[src/rtl/gpio_bank_pkg.sv]
package gpio_bank_pkg;

  // Byte offsets of the register window
  localparam int unsigned OFS_LEVEL    = 32'h00;
  localparam int unsigned OFS_DRV_STAT = 32'h04;
  localparam int unsigned OFS_PENDING  = 32'h0C;
  localparam int unsigned OFS_OUT_SET  = 32'h14;
  localparam int unsigned OFS_OUT_CLR  = 32'h18;
  localparam int unsigned OFS_DRV_SET  = 32'h1C;
  localparam int unsigned OFS_DRV_CLR  = 32'h20;
  localparam int unsigned OFS_RISE_EN  = 32'h28;
  localparam int unsigned OFS_FALL_EN  = 32'h2C;

  typedef enum logic [3:0] {
    SEL_NONE,
    SEL_LEVEL,
    SEL_DRV_STAT,
    SEL_PENDING,
    SEL_OUT_SET,
    SEL_OUT_CLR,
    SEL_DRV_SET,
    SEL_DRV_CLR,
    SEL_RISE_EN,
    SEL_FALL_EN
  } reg_sel_e;

  function automatic reg_sel_e decode_offset(input logic [31:0] ofs);
    reg_sel_e s;
    case (ofs)
      OFS_LEVEL:    s = SEL_LEVEL;
      OFS_DRV_STAT: s = SEL_DRV_STAT;
      OFS_PENDING:  s = SEL_PENDING;
      OFS_OUT_SET:  s = SEL_OUT_SET;
      OFS_OUT_CLR:  s = SEL_OUT_CLR;
      OFS_DRV_SET:  s = SEL_DRV_SET;
      OFS_DRV_CLR:  s = SEL_DRV_CLR;
      OFS_RISE_EN:  s = SEL_RISE_EN;
      OFS_FALL_EN:  s = SEL_FALL_EN;
      default:      s = SEL_NONE;
    endcase
    return s;
  endfunction

endpackage

[src/rtl/gpio_in_sync.sv]
module gpio_in_sync #(
  parameter int WIDTH  = 32,
  parameter int STAGES = 2
) (
  input  logic             clk,
  input  logic             rst,
  input  logic [WIDTH-1:0] din,
  output logic [WIDTH-1:0] dout
);

  for (genvar i = 0; i < STAGES; i++) begin : g_stage
    logic [WIDTH-1:0] q;
    if (i == 0) begin : g_first
      always_ff @(posedge clk) begin
        if (rst) q <= '0;
        else     q <= din;
      end
    end else begin : g_next
      always_ff @(posedge clk) begin
        if (rst) q <= '0;
        else     q <= g_stage[i-1].q;
      end
    end
  end

  assign dout = g_stage[STAGES-1].q;

endmodule

[src/rtl/gpio_edge_pend.sv]
module gpio_edge_pend #(
  parameter int WIDTH = 32
) (
  input  logic             clk,
  input  logic             rst,
  input  logic [WIDTH-1:0] level,
  input  logic [WIDTH-1:0] rise_en,
  input  logic [WIDTH-1:0] fall_en,
  input  logic [WIDTH-1:0] clr_mask,
  output logic [WIDTH-1:0] pending,
  output logic             irq
);

  logic [WIDTH-1:0] pend_nxt;
  logic             irq_q;

  for (genvar p = 0; p < WIDTH; p++) begin : g_pin
    logic prev_q;
    logic pend_q;
    logic hit;

    // A fresh edge outranks a clear arriving in the same cycle
    assign hit = (level[p] & ~prev_q & rise_en[p]) |
                 (~level[p] & prev_q & fall_en[p]);
    assign pend_nxt[p] = hit | (pend_q & ~clr_mask[p]);

    always_ff @(posedge clk) begin
      if (rst) begin
        prev_q <= 1'b0;
        pend_q <= 1'b0;
      end else begin
        prev_q <= level[p];
        pend_q <= pend_nxt[p];
      end
    end

    assign pending[p] = pend_q;
  end

  always_ff @(posedge clk) begin
    if (rst) irq_q <= 1'b0;
    else     irq_q <= |pend_nxt;
  end

  assign irq = irq_q;

endmodule

[src/rtl/gpio_bank_regs.sv]
module gpio_bank_regs
  import gpio_bank_pkg::*;
#(
  parameter int WIDTH  = 32,
  parameter int ADDR_W = 8
) (
  input  logic              clk,
  input  logic              rst,
  input  logic              wr,
  input  logic              rd,
  input  logic [ADDR_W-1:0] addr,
  input  logic [WIDTH-1:0]  wdata,
  input  logic [WIDTH-1:0]  level,
  input  logic [WIDTH-1:0]  pending,
  output logic [WIDTH-1:0]  rdata,
  output logic [WIDTH-1:0]  out_val,
  output logic [WIDTH-1:0]  drv_en,
  output logic [WIDTH-1:0]  rise_en,
  output logic [WIDTH-1:0]  fall_en,
  output logic [WIDTH-1:0]  clr_mask
);

  reg_sel_e         sel;
  logic [WIDTH-1:0] out_q, drv_q, rise_q, fall_q, rdata_q;
  logic [WIDTH-1:0] rd_mux;

  assign sel = decode_offset(32'(addr));

  assign clr_mask = (wr && sel == SEL_PENDING) ? wdata : '0;

  always_ff @(posedge clk) begin
    if (rst) begin
      out_q  <= '0;
      drv_q  <= '0;
      rise_q <= '0;
      fall_q <= '0;
    end else if (wr) begin
      case (sel)
        SEL_OUT_SET: out_q  <= out_q | wdata;
        SEL_OUT_CLR: out_q  <= out_q & ~wdata;
        SEL_DRV_SET: drv_q  <= drv_q | wdata;
        SEL_DRV_CLR: drv_q  <= drv_q & ~wdata;
        SEL_RISE_EN: rise_q <= wdata;
        SEL_FALL_EN: fall_q <= wdata;
        default: ;
      endcase
    end
  end

  always_comb begin
    case (sel)
      SEL_LEVEL:    rd_mux = level;
      SEL_DRV_STAT: rd_mux = drv_q;
      SEL_PENDING:  rd_mux = pending;
      SEL_RISE_EN:  rd_mux = rise_q;
      SEL_FALL_EN:  rd_mux = fall_q;
      default:      rd_mux = '0;
    endcase
  end

  always_ff @(posedge clk) begin
    if (rst)     rdata_q <= '0;
    else if (rd) rdata_q <= rd_mux;
  end

  assign rdata   = rdata_q;
  assign out_val = out_q;
  assign drv_en  = drv_q;
  assign rise_en = rise_q;
  assign fall_en = fall_q;

endmodule

[src/rtl/gpio_edge_bank.sv]
module gpio_edge_bank #(
  parameter int NUM_PINS    = 32,
  parameter int ADDR_W      = 8,
  parameter int SYNC_STAGES = 2
) (
  input  logic                clk,
  input  logic                rst,
  input  logic                reg_wr,
  input  logic                reg_rd,
  input  logic [ADDR_W-1:0]   reg_addr,
  input  logic [NUM_PINS-1:0] reg_wdata,
  output logic [NUM_PINS-1:0] reg_rdata,
  input  logic [NUM_PINS-1:0] pin_in,
  output logic [NUM_PINS-1:0] pin_out,
  output logic [NUM_PINS-1:0] pin_oe,
  output logic                irq
);

  logic [NUM_PINS-1:0] lvl_sync;
  logic [NUM_PINS-1:0] pend_vec;
  logic [NUM_PINS-1:0] rise_vec;
  logic [NUM_PINS-1:0] fall_vec;
  logic [NUM_PINS-1:0] clr_vec;

  gpio_in_sync #(.WIDTH(NUM_PINS), .STAGES(SYNC_STAGES)) u_sync (
    .clk  (clk),
    .rst  (rst),
    .din  (pin_in),
    .dout (lvl_sync)
  );

  gpio_bank_regs #(.WIDTH(NUM_PINS), .ADDR_W(ADDR_W)) u_regs (
    .clk      (clk),
    .rst      (rst),
    .wr       (reg_wr),
    .rd       (reg_rd),
    .addr     (reg_addr),
    .wdata    (reg_wdata),
    .level    (lvl_sync),
    .pending  (pend_vec),
    .rdata    (reg_rdata),
    .out_val  (pin_out),
    .drv_en   (pin_oe),
    .rise_en  (rise_vec),
    .fall_en  (fall_vec),
    .clr_mask (clr_vec)
  );

  gpio_edge_pend #(.WIDTH(NUM_PINS)) u_edge (
    .clk      (clk),
    .rst      (rst),
    .level    (lvl_sync),
    .rise_en  (rise_vec),
    .fall_en  (fall_vec),
    .clr_mask (clr_vec),
    .pending  (pend_vec),
    .irq      (irq)
  );

endmodule

[config.mk]
export PLATFORM = sky130hd
export DESIGN_NAME = gpio_edge_bank
export DESIGN_NICKNAME = d
export VERILOG_FILES = /design/src/rtl/gpio_bank_pkg.sv /design/src/rtl/gpio_in_sync.sv /design/src/rtl/gpio_edge_pend.sv /design/src/rtl/gpio_bank_regs.sv /design/src/rtl/gpio_edge_bank.sv
export SDC_FILE = /design/constraint.sdc
export NUM_CORES = 1
export LEC_CHECK = 0
export ABC_CLOCK_PERIOD_IN_PS = 3980
export BUFFER_PORTS_ARGS = -buffer_cell sky130_fd_sc_hd__buf_2
export CORE_MARGIN = 4
export CORE_UTILIZATION = 62
export DETAILED_ROUTE_END_ITERATION = 8
export PLACE_DENSITY_LB_ADDON = 0.12
export SKIP_LAST_GASP = 1
export SLEW_MARGIN = 10
export SYNTH_ARGS = -nofsm -noshare
export SYNTH_HDL_FRONTEND = slang
export SYNTH_HIERARCHICAL = 1
export SYNTH_SLANG_ARGS = --single-unit
[constraint.sdc]
create_clock -name clk -period 3.98 [get_ports clk]
set_clock_uncertainty 0.15 [all_clocks]
set_input_delay 0.796 -clock clk [delete_from_list [all_inputs] [get_ports clk]]
set_output_delay 0.796 -clock clk [all_outputs]
set_load 0.02 [all_outputs]
==> results of run 1 <==
-- cells in the mapped netlist --
master,count
and4_1,3
buf_4,32
buf_1,1
nand3b_1,32
a22oi_1,32
nor2b_1,70
a41o_1,1
nor2b_2,62
buf_2,14
and2_1,32
o21ai_0,33
buf_8,2
dfxtp_1,289
nand2_2,3
a211oi_1,2
a211oi_4,1
a22o_1,32
and3_1,1
nand4b_1,1
a21oi_1,97
nand2b_1,33
a211oi_2,30
mux2i_1,64
nand3_1,3
or4b_4,1
and4b_1,2
or4_4,1
nand4_1,1
o21bai_1,32
nor4_1,9
nor2_1,3
o221ai_1,18
buf_6,12
nand2_1,224
inv_1,34
xnor2_1,1
nor4_4,2
nor3b_1,1
o221ai_2,14
clkbuf_1,59
-- per-layer routing --
metal,global-route usage [%],part of all wire [%],vias to the layer above
li1,-,-,4564
met5,0,0,-
met2,47.3,48,340
met4,8.22,2.8,0
met1,36.7,43,4647
met3,4.11,6.7,65
-- how the worst max path moves through the flow --
stage	depth (start not counted)	startpoint	slack, ns	endpoint
global route	10	reg_addr[7]	0.81	u_edge/irq$_SDFF_PP0_
global placement	10	reg_addr[7]	0.51	u_edge/irq$_SDFF_PP0_
CTS	10	reg_addr[7]	0.97	u_edge/irq$_SDFF_PP0_
finish	10	reg_addr[7]	0.94	u_edge/irq$_SDFF_PP0_
floorplan	9	reg_addr[7]	1.03	u_edge/irq$_SDFF_PP0_
detailed placement	10	reg_addr[7]	0.42	u_edge/irq$_SDFF_PP0_
-- per-stage QoR --
| stage | hold slack (ns) | util (%) | worst slack, ns | total power, µW |
|---|---|---|---|---|
| 6_report | 0.283 | 72.8 | 0.938 | 5870 |
| 5_1_grt | 0.297 | 72.8 | 0.810 | 6050 |
| 4_1_cts | 0.285 | 72.8 | 0.965 | 5900 |
| 3_5_place_dp | 0.273 | 67.9 | 0.422 | 3290 |
| 3_3_place_gp | 0.269 | 67.9 | 0.512 | 3290 |
| 2_1_floorplan | 0.264 | - | 1.03 | 3170 |
-- critical path: cells and delay by family --
kind                   cells  cell delay (ns)
and+or+nand+nor            6             1.94
buffers and inverters      2             0.36
AOI/OAI and AO/OA          2             0.18
-- area by class of cell --
cell class | count | area (µm²) | share of cell area, %
clock inverter | 8 | 93.8 | 0.678
tap | 260 | 325 | 2.35
timing repair buffer | 198 | 1090 | 7.88
multi-input combinational | 841 | 5590 | 40.4
clock buffer | 41 | 831 | 6.00
antenna | 1 | 2.50 | 0.0181
sequential | 289 | 5790 | 41.8
inverter | 34 | 128 | 0.922
-- cell usage in the layout (no fill, tap or decap), types with 33 or more instances in the layout --
master	instances
inv_1	34
nor2b_2	63
a21oi_1	97
nor2b_1	68
buf_2	171
dfxtp_1	289
nand2_1	224
o21ai_0	33
mux2i_1	64
nand2b_1	33
-- logic make-up (layout without fill, tap and decap cells) --
| group | after synthesis | in the layout | synth area share, % |
|---|---|---|---|
| buffers and inverters | 154 | 281 | 6.80 |
| XOR/XNOR | 1 | 1 | 0.0719 |
| multiplexers | 64 | 64 | 5.26 |
| flip-flops | 289 | 289 | 47.5 |
| other | 0 | 1 | 0 |
| AO/OA/AOI/OAI | 292 | 292 | 18.1 |
| AND/OR/NAND/NOR | 484 | 484 | 22.3 |
-- report_power, final --
part / internal (µW) / switching, µW / leakage (µW) / total (µW)
logic: 97.3 / 173 / 0.00261 / 271
clock network: 1570 / 1070 / 0.000460 / 2630
registers: 2930 / 26.8 / 0.00234 / 2960
total: 4600 / 1270 / 0.00541 / 5870
==> summary.md, run 1 <==
| Metric | Value |
|---|---|
| Outcome | complete, no violations |
| Detailed-route via count | 9616 |
| Number of antenna-violating nets in the routed design | 0 |
| Drt first-iter violations | 642 |
| Number of standard cells in the layout, taps in and fillers out | 1672 |
| Crit. End Element | flip-flop |
| Signal arrival time at the worst endpoint | 3.28 ns |
| Area of the core | ~19000 µm² |
| Fraction of final layout cells with drive strength greater than 1 | 25.6% |
| Area share of the largest cell type after synthesis | 47.5% |
| Count of different cell masters after synthesis | 40 |
| Hold buffer count at cts | 0 |
| Net count after synthesis | 1360 |
| Initial antenna violation count | 1 |
| Leakage Power | 0.00541 µW |
| Sequential element share of the synthesized area | a little under half |
| Number of flip-flops and latches in the synthesized netlist | between 200 and 300 |
| Max-capacitance violation count | 0 |
| Number of pins exceeding their max-slew limit in the final report | 0 |
| Final hold violations | 0 |
| Global routing usage summed across all routing layers | 27.7% |
| Post-detailed-placement half-perimeter wirelength | 19800 µm |
| Setup repair after global routing missed its margin | false |
| Net count reported at finish | 1469 |
| Post-detailed-route via-to-cell ratio | 5.75 |
| Clk Latency, worst-skew pair | 0.53 ns |
| CP max FO | 32 |
| Initial standard-cell utilization of the core | 64.0% |
| Clock transition at the register clock pins on the worst setup and hold paths after CTS | 0.06 ns |
| Slew HR | 19.9% |
| Die outline height | 148 µm |
| Mean instance size in the synthesized netlist | 9.48 µm² |
| Wire length of the first global-routing pass | 50100 µm |
| CP cell instances | buf_2 -> nor4_4 -> nand2_1 -> nor4_2 -> buf_12 -> and2_1 -> o221ai_2 -> nor4_1 -> and4_1 -> a21oi_1 |
| Total iterations of the first detailed-routing run | 5 |
| Final Routed Wirelength | 31100 µm |
| Bufs on Longest Clock Path | 3 |
| Worst EP required | 4.22 ns |
| Worst reg-to-reg path cell count | 5 |
| Floorplan die area | around 22000 µm² |
| Critical Path Max Stage Delay | 0.51 ns |
| Worst Max-Slew Pin Slew | 1.20 ns |
| Cell type of the slowest stage on the worst timing path | nor4_1 |
| Placed Area | 12900 µm² |
| Number of port buffers | 172 |
| Cells after synthesis | 1284 |
| Total Neg Setup Slack | 0 ns |
| Horizontal die dimension | 148 µm |
| Clock root buffer | clkbuf_16 |
| Via count of the first global-routing pass | 9522 |
| Layout fillers | approximately 1500 |
| Routed wire per std cell | ~19 µm |
| Pwr/cell area | 424 nW/µm² |
| HP Class | reg -> reg |
| Gp weighted congestion | between 0.8 and 0.9 |
| Final cycle utilization of the critical path | 76.4% |
| # IOs | 173 |
| Sort of element at the start of the critical path | primary input |
| Final Instance Area | ~14000 µm² |
| Instance count after placement with tap cells included | around 1600 |
| Reg2reg start | u_sync/dout[18]$_SDFF_PP0_ |
| Total setup buffers inserted after CTS | 0 |
| Register-to-register setup slack | ~2.1 ns |
| CTS tree | built |
| Kind of critical path | in -> reg |
| Layout overhead on the synthesized area | 13.7% |
| Overflow left after global routing | 0 |
| TritonCTS Buffers | 29 |
| Source of the worst hold timing path | u_sync/g_stage[0].q[5]$_SDFF_PP0_ |
| Largest cells by area after synthesis | dfxtp_1 48%, nand2_1 6.9%, mux2i_1 5.3% |
| Pin count of the biggest net entering global routing | roughly 120 |
| Post-synthesis cell area | around 12000 µm² |
| Endpoint of the worst hold path | u_sync/dout[5]$_SDFF_PP0_ |
| Hold path cells | 1 |
| Remaining routing DRC violations | 0 |
| Synth area leader | dfxtp_1 |
| Number of warnings reported in the yosys synthesis log | 6 |
| Clock period minus final worst setup slack | 3.04 ns |
| FP Rows | 50 |
| Critical R2R Capture | u_edge/irq$_SDFF_PP0_ |
| CTS Sinks | 289 |
| Resized cells post-CTS | 0 |
| Highest Clock Rate | 329 MHz |
| Level count of the clock H-tree | 1 |
| Maximum vdd drop | 0.337 mV |
| Number of setup violations in the final report | 0 |
Power figures use the tool's default switching activity.
==> run 2: changes to the inputs <==
--- a/config.mk
+++ b/config.mk
@@ -5,10 +5,11 @@
 export SDC_FILE = /design/constraint.sdc
 export NUM_CORES = 1
 export LEC_CHECK = 0
-export ABC_CLOCK_PERIOD_IN_PS = 3980
+export ABC_AREA = 1
+export ABC_CLOCK_PERIOD_IN_PS = 3000
 export BUFFER_PORTS_ARGS = -buffer_cell sky130_fd_sc_hd__buf_2
 export CORE_MARGIN = 4
-export CORE_UTILIZATION = 62
+export CORE_UTILIZATION = 58
 export DETAILED_ROUTE_END_ITERATION = 8
 export PLACE_DENSITY_LB_ADDON = 0.12
 export SKIP_LAST_GASP = 1
==> constraint.sdc (replaced) <==
create_clock -name clk -period 3 [get_ports clk]
set_clock_uncertainty 0.15 [all_clocks]
set_input_delay 0.6 -clock clk [delete_from_list [all_inputs] [get_ports clk]]
set_output_delay 0.6 -clock clk [all_outputs]
set_load 0.02 [all_outputs]
==> run 2 against run 1 <==
- final cell count up 36%
- sequential share of layout area down 2.4 points
- sequential power up 32%
- first-iteration DRC count up 21%
- register-to-register slack worse by 0.58 ns
- area after synthesis up 5.7%
- synthesized cell count up 46%
==> summary.md, run 2 <==
| Metric | Value |
|---|---|
| Cell type of the slowest stage on the worst timing path | o31ai_1 |
| Inserted Diodes | 0 |
| Post-synth EDFFs | 0 |
| Die outline height | 157 µm |
| Worst Max-Slew Pin Slew | 0.779 ns |
| Sequential Area | 5790 µm² |
| Final cycle utilization of the critical path | slightly below 80% |
| Number of standard cells in the layout, taps in and fillers out | 2282 |
| Final Instance Area | between 10000 and 15000 µm² |
| Proportion of synthesized flip-flops having asynchronous set or reset | 0% |
| Bufs on Longest Clock Path | 3 |
| Number of flip-flops and latches in the synthesized netlist | 289 |
| Net count reported at finish | 2054 |
| Sort of element at the start of the critical path | primary input |
| Synth area leader | dfxtp_1 |
| Most used cells in the layout excluding fill and tap cells | 384 x nand2_1, 297 x inv_1, 291 x nand3_1, 289 x dfxtp_1, 201 x nor2_1 |
| Post-detailed-route via-to-cell ratio | 5.23 |
| Most frequent cells after synthesis | 384 x nand2_1, 298 x inv_1, 292 x nand3_1 |
| # IOs | 173 |
| Level count of the clock H-tree | 1 |
| Horizontal die dimension | 157 µm |
| Placed Area | between 10000 and 15000 µm² |
| Sequential element share of the synthesized area | 44.9% |
| Critical Path Max Stage Delay | between 0.2 and 0.3 ns |
| CP cell instances | buf_2 -> inv_1 -> nand2_1 -> nor2_4 -> inv_1 -> o31ai_1 -> nand3_2 -> buf_12 -> nor2_1 -> inv_1 -> nand2_1 -> nand3_2 -> nor2_1 -> nand2_1 -> nor2_1 -> nand2_1 -> nor2_1 -> nor2_1 |
| Detailed-route via count | 11900 |
| Largest family of logic cells by synthesized area | simple AND/OR/NAND/NOR gates |
| Signal arrival time at the worst endpoint | around 2.6 ns |
| Layout overhead on the synthesized area | 14.1% |
| Number of pins exceeding their max-slew limit in the final report | 0 |
| Slew HR | 48.1% |
| Register-to-register setup slack | 1.56 ns |
| Leakage Power | between 0.006 and 0.007 µW |
| Final hold violations | 0 |
| Remaining routing DRC violations | 0 |
| Setup repair after global routing missed its margin | false |
| Global routing usage summed across all routing layers | a little over a quarter |
| Number of warnings reported in the yosys synthesis log | 6 |
| Max-capacitance violation count | 0 |
| Post-synthesis cell area | 12900 µm² |
| Most common cell type on the critical path | nor2_1 |
| Drt first-iter violations | 776 |
| Initial standard-cell utilization of the core | 59.0% |
| Highest Clock Rate | 433 MHz |
| HP Class | in -> reg |
| Total setup buffers inserted after CTS | 0 |
| Most numerous cell in the Yosys netlist | nand2_1 |
| Clock root buffer | clkbuf_16 |
| TritonCTS Buffers | 30 |
| Number of port buffers | ~170 |
| Simple-Gate Fraction of Synth Area | roughly 31% |
| Crit. End Element | flip-flop |
| Initial antenna violation count | 0 |
| Largest cells by area after synthesis | dfxtp_1 45%, nand3_1 11%, nand2_1 11% |
| Area share of the largest cell type after synthesis | around 45% |
| Post-synthesis compound-gate area fraction | 8.86% |
| Mean instance size in the synthesized netlist | 6.85 µm² |
| Routed wire per std cell | between 10 and 15 µm |
| Resized cells post-CTS | 0 |
| Multi-input gate area | 5110 µm² |
| Cells after synthesis | between 1500 and 2000 |
| Fraction of final layout cells with drive strength greater than 1 | 15.4% |
| Smallest hold slack | between 0.1 and 0.15 ns |
| Kind of critical path | in -> reg |
| Total iterations of the first detailed-routing run | 5 |
| Leading cell type in the layout, fill and taps excluded | nand2_1 |
| Post-detailed-placement half-perimeter wirelength | about 22000 µm |
| CP max FO | 32 |
| Total Neg Setup Slack | 0 ns |
| Maximum vdd drop | 0.508 mV |
| Clk Latency, worst-skew pair | about 0.54 ns |
| Ys flop type | dfxtp_1 |
| Wire length of the first global-routing pass | approximately 54000 µm |
| Post-Synth XOR/XNOR Area | 0% |
| Clock period minus final worst setup slack | 2.31 ns |
| Worst EP required | between 3 and 4 ns |
| Pwr/cell area | 565 nW/µm² |
| FP Rows | 54 |
| Via count of the first global-routing pass | 11000 |
| Final Routed Wirelength | 33500 µm |
| Gp weighted congestion | 0.883 |
| Adder-Cell Fraction of Synth Area | 0% |
| Overflow left after global routing | 0 |
| Clock transition at the register clock pins on the worst setup and hold paths after CTS | 0.06 ns |
| Number of setup violations in the final report | 0 |
| CTS tree | built |
| Hold buffer count at cts | 0 |
| Pin count of the biggest net entering global routing | 108 |
| Instance count after placement with tap cells included | about 2200 |
| Layout fillers | about 2000 |
| CTS Sinks | 289 |
| Worst reg-to-reg path cell count | 9 |
| Post-synthesis mux area share | 0% |
| Floorplan die area | roughly 25000 µm² |
| Area of the core | 21800 µm² |
| Number of antenna-violating nets in the routed design | 0 |
| Hold path cells | 3 |
| Outcome | complete, no violations |
| Count of different cell masters after synthesis | 24 |
| Net count after synthesis | 1956 |
==> run 2: kinds of logic (layout without fill, tap and decap cells) <==
| logic type | count (synthesis) | count (layout) |
|---|---|---|
| DFF | 289 | 289 |
| and+or+nand+nor | 907 | 907 |
| buffers and inverters | 457 | 579 |
| AOI/OAI and AO/OA | 227 | 227 |
==> run 2: area by class of cell <==
type | count | share of cell area [%]
clock buffer | 40 | 5.92
clock inverter | 16 | 1.46
inverter | 319 | 8.16
multi-input combinational | 1134 | 34.8
sequential | 289 | 39.4
tap | 280 | 2.39
timing repair buffer | 204 | 7.86
==> run 2: worst max-delay path, delay by kind of cell <==
kind	cells	cell delay, ns
buffers and inverters	5	0.47
and+or+nand+nor	12	1.23
AOI/OAI and AO/OA	1	0.26
==> run 2: worst paths after layout <==
path	from	to
setup / recovery	reg_addr[6]	u_edge/irq$_SDFF_PP0_
hold / removal	pin_in[10]	u_sync/g_stage[0].q[10]$_SDFF_PP0_
setup reg to reg	u_sync/dout[14]$_SDFF_PP0_	u_edge/irq$_SDFF_PP0_
hold reg to reg	u_sync/g_stage[0].q[18]$_SDFF_PP0_	u_sync/dout[18]$_SDFF_PP0_
==> run 2: where the power goes <==
group          switching (µW)  internal (µW)  leakage (µW)
Clock                    1530           2460      0.000535
Sequential               30.4           3890       0.00234
Combinational             277            105       0.00397
==> run 2: metrics by stage <==
step	worst slack, ns	power (µW)	util, %
2_1_floorplan	0.613	4220	-
3_3_place_gp	0.211	4380	62.3
3_5_place_dp	0.150	4390	62.3
4_1_cts	0.683	8360	67.3
5_1_grt	0.440	8560	67.3
6_report	0.690	8300	67.3
==> run 2: routing by layer <==
| layer | part of all wire, % | global-route usage [%] |
|---|---|---|
| met1 | 42 | 34.2 |
| met2 | 48 | 46.5 |
| met3 | 7.9 | 3.77 |
| met4 | 2.2 | 7.40 |
| met5 | 0 | 0 |
==> run 3: changes to the inputs <==
--- a/config.mk
+++ b/config.mk
@@ -5,11 +5,11 @@
 export SDC_FILE = /design/constraint.sdc
 export NUM_CORES = 1
 export LEC_CHECK = 0
-export ABC_AREA = 1
-export ABC_CLOCK_PERIOD_IN_PS = 3000
+export ABC_AREA = 0
+export ABC_CLOCK_PERIOD_IN_PS = 1910
 export BUFFER_PORTS_ARGS = -buffer_cell sky130_fd_sc_hd__buf_2
 export CORE_MARGIN = 4
-export CORE_UTILIZATION = 58
+export CORE_UTILIZATION = 52
 export DETAILED_ROUTE_END_ITERATION = 8
 export PLACE_DENSITY_LB_ADDON = 0.12
 export SKIP_LAST_GASP = 1
==> constraint.sdc (replaced) <==
create_clock -name clk -period 1.91 [get_ports clk]
set_clock_uncertainty 0.15 [all_clocks]
set_input_delay 0.382 -clock clk [delete_from_list [all_inputs] [get_ports clk]]
set_output_delay 0.382 -clock clk [all_outputs]
set_load 0.02 [all_outputs]
==> run 3 against run 2 <==
- the run now ends with negative setup slack left
- worst setup slack got worse by 0.97 ns
- count of clock-buffer cells in the layout down 4
- via count fell by 18%
- critical endpoint unchanged
- first-iteration DRC count decreased by 0.52%
- non-clock buffer count increased by 96
- utilization rose by 0.16 points
- final cell count shrank 20%
- power is 52% higher
- clock power is 42% higher
==> summary.md, run 3 (synthesis gave the netlist of run 1 again) <==
| Metric | Value |
|---|---|
| Final cycle utilization of the critical path | 115% |
| Setup repair after global routing missed its margin | true |
| Post-detailed-route via-to-cell ratio | 5.36 |
| # IOs | around 170 |
| Level count of the clock H-tree | 1 |
| Inserted Diodes | 0 |
| Area of the core | 22800 µm² |
| HP Class | in -> reg |
| Number of pins exceeding their max-slew limit in the final report | 0 |
| Worst EP required | 2.20 ns |
| Via count of the first global-routing pass | around 9700 |
| TritonCTS Buffers | 30 |
| Highest Clock Rate | 456 MHz |
| Die outline height | 161 µm |
| Gp weighted congestion | 0.868 |
| Leading cell type in the layout, fill and taps excluded | dfxtp_1 |
| Wire length of the first global-routing pass | 54100 µm |
| Most used cells in the layout excluding fill and tap cells | 289 x dfxtp_1, 197 x nand2_1, 169 x buf_2, 69 x buf_4, 68 x nor2b_1 |
| Overflow left after global routing | 0 |
| CTS tree | built |
| Outcome | complete, but fails checks |
| Bufs on Longest Clock Path | 3 |
| Routed wire per std cell | 18.6 µm |
| Fraction of final layout cells with drive strength greater than 1 | 34.3% |
| Clock transition at the register clock pins on the worst setup and hold paths after CTS | about 0.060 ns |
| Horizontal die dimension | roughly 160 µm |
| CTS Sinks | about 290 |
| Detailed-route via count | around 10000 |
| Instance count after placement with tap cells included | 1731 |
| Pin count of the biggest net entering global routing | 117 |
| Final critical-path setup slack | -0.281 ns |
| CP max FO | 5 |
| Final hold violations | 0 |
| Pwr/cell area | just over 800 nW/µm² |
| Max-capacitance violation count | 0 |
| Total Neg Setup Slack | -0.281 ns |
| Signal arrival time at the worst endpoint | 2.48 ns |
| Number of standard cells in the layout, taps in and fillers out | about 1800 |
| Initial standard-cell utilization of the core | roughly 53% |
| FP Rows | 55 |
| Violated checks | negative setup slack |
| Sort of element at the start of the critical path | primary input |
| Clock root buffer | clkbuf_16 |
| Clk Latency, worst-skew pair | approximately 0.56 ns |
| Net count reported at finish | 1572 |
| Slew HR | around three fifths |
| Total Power | between 10000 and 15000 µW |
| Crit. End Element | flip-flop |
| Kind of critical path | in -> reg |
| Layout overhead on the synthesized area | 26.6% |
| Floorplan die area | 25900 µm² |
| Worst Max-Slew Pin Slew | 0.627 ns |
| Maximum vdd drop | 0.633 mV |
| Number of setup violations in the final report | 1 |
| Clock period minus final worst setup slack | 2.19 ns |
| Final core utilization | between 60 and 70% |
| Global routing usage summed across all routing layers | ~26% |
| Initial antenna violation count | 0 |
| Placed Area | 13900 µm² |
| Number of antenna-violating nets in the routed design | 0 |
| Leakage Power | 0.00610 µW |
| Final Instance Area | approximately 15000 µm² |
| Post-detailed-placement half-perimeter wirelength | 22900 µm |
| Final Routed Wirelength | 34100 µm |
| Number of port buffers | between 150 and 200 |
| Remaining routing DRC violations | 0 |
| Total iterations of the first detailed-routing run | 5 |
| Drt first-iter violations | 772 |
-- run 3: path summary, 6_finish.rpt --
path | from | end | slack (ns) | depth (start not counted)
min reg2reg | u_sync/g_stage[0].q[24]$_SDFF_PP0_ | u_sync/dout[24]$_SDFF_PP0_ | 0.28 | 1
max | reg_addr[6] | u_edge/irq$_SDFF_PP0_ | -0.28 | 12
min | reg_wdata[9] | flip-flop | 0.02 | 3
max reg2reg | u_sync/dout[18]$_SDFF_PP0_ | u_edge/irq$_SDFF_PP0_ | 0.18 | 6
-- run 3: stage by stage --
step / setup WS, ns / hold slack (ns)
4_1_cts: -0.257 / 0.00633
3_3_place_gp: -1.08 / 0.268
6_report: -0.281 / 0.0234
5_1_grt: -0.359 / 0.0145
2_1_floorplan: -0.479 / 0.264
3_5_place_dp: -1.12 / 0.269
-- run 3: metal layers --
metal	global-route usage [%]	vias up	part of all wire, %	wire length, µm
li1	-	4780	-	-
met1	37.1	4681	47	15900
met2	40.7	316	45	15200
met3	3.98	49	6.5	2200
met4	6.36	0	2.2	742
met5	0	-	0	0
-- run 3: layout make-up --
type	instances	area [µm²]
clock buffer	36	835
clock inverter	19	131
fill	1867	7440
inverter	34	128
multi-input combinational	841	5950
sequential	289	5790
tap	313	392
timing repair buffer	300	2180
-- run 3: report_power, final --
part / internal, µW / switching (µW) / leakage [µW] / total, µW
combinational: 335 / 426 / 0.00327 / 762
sequential: 6110 / 59.4 / 0.00234 / 6170
clock: 3240 / 2420 / 0.000485 / 5650
total: 9690 / 2900 / 0.00610 / 12600
-- run 3: critical path, stage by stage --
cell,delay (ns)
buf_6,0.10
nor4_4,0.35
nand2_1,0.14
nor4_4,0.14
buf_4,0.19
buf_6,0.14
and2_4,0.16
o221ai_4,0.12
nor4_2,0.30
buf_4,0.16
and4_4,0.23
a21oi_2,0.05
-- run 3: timing repair --
action                                  4_1_cts  5_1_grt
hold buffers                                 39        0
gates cloned                                  1        0
gates resized for setup                      13        1
setup buffers                                 4        2
hold endpoints to repair                     49        0
endpoints found under the setup margin        1        9
pin swaps                                     7        3
